`config.mk`:
```
export PLATFORM = sky130hd
export DESIGN_NAME = phy_window_bridge
export DESIGN_NICKNAME = d
export VERILOG_FILES = /design/src/rtl/phy_window_bridge.sv
export SDC_FILE = /design/constraint.sdc
export NUM_CORES = 1
export LEC_CHECK = 0
export CORE_AREA = 2 2 81 83
export CTS_BUF_LIST = sky130_fd_sc_hd__clkbuf_16
export CTS_CLUSTER_SIZE = 16
export DETAILED_ROUTE_END_ITERATION = 7
export DIE_AREA = 0 0 83 85
export GPL_TIMING_DRIVEN = 1
export PLACE_DENSITY = 0.77
export SYNTH_ARGS = -nofsm -noshare
export SYNTH_HDL_FRONTEND = slang
export SYNTH_SLANG_ARGS = --single-unit
export TNS_END_PERCENT = 1
```
`constraint.sdc`:
```
create_clock -name clk -period 4.8 [get_ports clk]
set_clock_uncertainty 0.15 [all_clocks]
set_input_delay 0.96 -clock clk [delete_from_list [all_inputs] [get_ports clk]]
set_output_delay 0.96 -clock clk [all_outputs]
set_load 0.1 [all_outputs]
```
`src/rtl/phy_window_bridge.sv`:
```
module phy_window_bridge #(
  parameter int NPHY = 5,
  parameter int DW   = 16,
  localparam int PW  = (NPHY > 1) ? $clog2(NPHY) : 1
) (
  input  logic          clk,
  input  logic          rst_n,
  input  logic [15:0]   host_addr,
  input  logic [DW-1:0] host_wdata,
  input  logic          host_wr,
  input  logic          host_rd,
  output logic [DW-1:0] host_rdata,
  output logic          mgmt_req,
  output logic          mgmt_write,
  output logic [PW-1:0] mgmt_phy,
  output logic [2:0]    mgmt_page,
  output logic [4:0]    mgmt_reg,
  output logic [DW-1:0] mgmt_wdata,
  input  logic          mgmt_ack,
  input  logic [DW-1:0] mgmt_rdata
);
  localparam logic [15:0] A_DIR  = 16'h8000;
  localparam logic [15:0] A_STAT = 16'h8001;
  localparam logic [15:0] A_DATA = 16'h8002;

  logic          busy, err, dir_rd, cur_rd;
  logic [DW-1:0] data_q;
  logic [PW-1:0] sel_idx;

  wire        is_ctrl   = (host_addr == A_DIR) || (host_addr == A_STAT) || (host_addr == A_DATA);
  wire [5:0]  sel_field = host_addr[14:9];
  wire [NPHY-1:0] sel   = sel_field[NPHY-1:0];
  wire        comp      = host_wr && host_addr[15] && !is_ctrl;
  wire        good      = $onehot(sel) && ((sel_field >> NPHY) == 6'd0) && !host_addr[8];
  wire        start     = comp && good && !busy;
  wire        clr_err   = host_wr && (host_addr == A_STAT) && host_wdata[1];

  always_comb begin
    sel_idx = '0;
    for (int i = 0; i < NPHY; i++)
      if (sel[i]) sel_idx = PW'(i);
  end

  always_ff @(posedge clk) begin
    if (!rst_n) begin
      busy       <= 1'b0;
      err        <= 1'b0;
      dir_rd     <= 1'b0;
      cur_rd     <= 1'b0;
      data_q     <= '0;
      mgmt_req   <= 1'b0;
      mgmt_write <= 1'b0;
      mgmt_phy   <= '0;
      mgmt_page  <= '0;
      mgmt_reg   <= '0;
      mgmt_wdata <= '0;
      host_rdata <= '0;
    end else begin
      mgmt_req <= start;
      if (start) begin
        busy       <= 1'b1;
        cur_rd     <= dir_rd;
        mgmt_write <= !dir_rd;
        mgmt_phy   <= sel_idx;
        mgmt_page  <= host_addr[7:5];
        mgmt_reg   <= host_addr[4:0];
        mgmt_wdata <= host_wdata;
      end else if (busy && mgmt_ack) begin
        busy <= 1'b0;
        if (cur_rd) data_q <= mgmt_rdata;
      end

      if (comp && !good) err <= 1'b1;
      else if (clr_err)  err <= 1'b0;

      if (host_wr && host_addr == A_DIR) dir_rd <= host_wdata[0];

      if (host_rd) begin
        case (host_addr)
          A_DIR:   host_rdata <= DW'(dir_rd);
          A_STAT:  host_rdata <= DW'({err, busy});
          A_DATA:  host_rdata <= data_q;
          default: host_rdata <= '0;
        endcase
      end
    end
  end
endmodule

```
==> run metrics <==
outcome complete, no violations; IO Pins 98; Yosys top cell area share 0.497; Critical Path End Type register; Logic pwr share 0.089; Cell Count, Final, Fillers Out 457; top cells by area, synth dfxtp_1 50%, nand2_1 13%, mux2i_1 11%; Lkg Pwr 1.40 nW; Max Fanout on Critical Path 11; Synth area leader dfxtp_1; Crit Path Class in -> reg; global route overflow 0; Final Net Count 432; vias in the first global route 2,174; most frequent cells in the layout 96 x clkdlybuf4s50_1, 90 x nand2_1, 65 x dfxtp_1; Seq cells post-synth 65; CTS clk-pin slew, worst paths 50 ps; overall routing resource usage 0.174; Post-synth top flop dfxtp_1; core box area 6200 um^2; pin count of the biggest net entering global routing 51; sw power 0.000275 W; Yosys warnings 0; largest registers data_q x16, host_rdata x16, mgmt_wdata x16; initial antenna violation count 0; syn nets 337; sw frac 0.217; Die Wd 83 um; per-cell routed wire length 13.3 um; fraction of registers with async set/reset 0; post-synthesis sequential area ratio 0.497; minimum clock period 4120 ps; global-route wire length before repair 9900 um; Reg power frac 0.431; First DRT Iteration DRCs 62; CTS max path bufs 2; final setup TNS 0 ps; antenna cells 0; internal power 0.000991 W; num rows 29; Pwr Density 324 nW/um^2; cts repair resizes 0; TritonCTS clock tree done; Final Cell Area 3900 um^2; Die Ht 85 um; Final setup viols 0; clk sinks 65; Max VDD drop 0.199 mV; area post-placement 3620 um^2; Slew HR 0.302; Remaining DRCs 0; multi-input logic area 1190 um^2; max_cap viols 0; CP max stage cell or4_4; RSZ-0062 raised after global routing false; Area Overhead vs Synth 49.1%; CP Cell Sequence clkdlybuf4s50_1 -> inv_1 -> fa_1 -> fa_1 -> inv_1 -> ha_1 -> or4_4 -> or4_4 -> nor2_4 -> buf_4 -> mux2i_1; number of flops mapped to enable cells by yosys 0; GP Congestion 0.727; actual slew at the worst max-slew pin 1050 ps; Pre-antenna DRT Iters 4; commonest non-fill, non-tap cell in the layout clkdlybuf4s50_1; Routed WL 6090 um; Netlist Area Pre-Place 2620 um^2; Initial Utilization 0.422; fmax 243 MHz; Mean Syn Cell Area 9.31 um^2; DP HPWL 4340 um; required time worst endpoint 4890 ps; via/cell ratio 4.88; Netlist cell types 34; max incr delay on CP 520 ps; number of port buffers 97; Die Area 7060 um^2; final clock period utilization by the worst path 0.858; CTS buffer count 9; DRT antenna net count 0; Clk pwr share 0.480; fin. max-slew vios 0; fillcell total 524; final hold vios 0; Syn Inst Count 281; Vias 2,230; layout cell share with drive strength beyond 1 0.0579; worst path arrival time 4210 ps; Hold Crit Class reg -> reg; post-CTS setup buffers 0; crit path launch type primary input; Hold Buf Count CTS 0; worst skew pair latency 320 ps; storage element area 1300 um^2; clock root buffer clkbuf_16; Placed Cells 442; # H-tree levels 3
## power groups by stage
stage | combinational [W] | clock [W] | sequential, W
finish | 0.000112 | 0.000608 | 0.000546
CTS | 0.000113 | 0.000618 | 0.000545
detailed placement | 0.000113 | 0 | 0.000557
global route | 0.000121 | 0.000641 | 0.000545
global placement | 0.000111 | 0 | 0.000557
floorplan | 0.0000358 | 0 | 0.000575
## cells in the mapped netlist, types with 2 or more instances
| cell | n |
|---|---|
| dfxtp_1 | 65 |
| nor4_1 | 2 |
| or4_4 | 2 |
| o21a_1 | 2 |
| nor4b_1 | 2 |
| a21boi_0 | 16 |
| nand3_1 | 2 |
| clkbuf_1 | 14 |
| nand2_1 | 90 |
| a22o_1 | 14 |
| buf_6 | 3 |
| nor2b_1 | 5 |
| inv_1 | 8 |
| o21ai_0 | 4 |
| fa_1 | 2 |
| nor2_1 | 2 |
| o31ai_1 | 2 |
| mux2i_1 | 30 |
## cell type report
class	count	area share
clock buffers	9	0.0577
flip-flops and latches	65	0.334
inverters	8	0.00770
well taps	77	0.0247
clock inverters	6	0.0131
repair buffers	102	0.257
multi-input cells	190	0.306
## critical path, delay by kind of cell
| family | cells | cell delay [ps] |
|---|---|---|
| multiplexers | 1 | 210 |
| buffers and inverters | 4 | 840 |
| AND/OR/NAND/NOR | 3 | 1120 |
| adder cells (fa/ha/maj) | 3 | 1070 |
## logic make-up (layout without fill, tap and decap cells)
logic type | after synthesis | in the layout | share of synthesized area
AOI/OAI and AO/OA | 43 | 43 | 0.126
adders and majority gates | 3 | 3 | 0.0201
buffers and inverters | 26 | 125 | 0.0464
DFF | 65 | 65 | 0.497
muxes | 30 | 30 | 0.115
and+or+nand+nor | 114 | 114 | 0.196
## final timing paths
path / start / end / slack [ps] / cells past startpoint
hold reg to reg: mgmt_page[2] / mgmt_page[2] / 310 / 2
hold / removal: mgmt_page[2] / mgmt_page[2] / 310 / 2
setup reg to reg: busy / mgmt_wdata[6] / 3100 / 4
setup / recovery: host_addr[9] / mgmt_wdata[6] / 680 / 11
## through the flow
stage           util  power (W)  hold WS (ps)  setup slack [ps]
2_1_floorplan      -   0.000611           292              1030
3_5_place_dp   0.584   0.000669           301               339
6_report       0.629    0.00127           307               683
3_3_place_gp   0.584   0.000668           292               429
4_1_cts        0.629    0.00128           309               661
5_1_grt        0.629    0.00131           322               533
## routing by layer
layer  part of all wire  global-route usage
met1               0.43               0.202
met2               0.49               0.295
met3              0.063              0.0525
met4              0.021              0.0849
met5                  0                   0
Power figures use the tool's default switching activity.
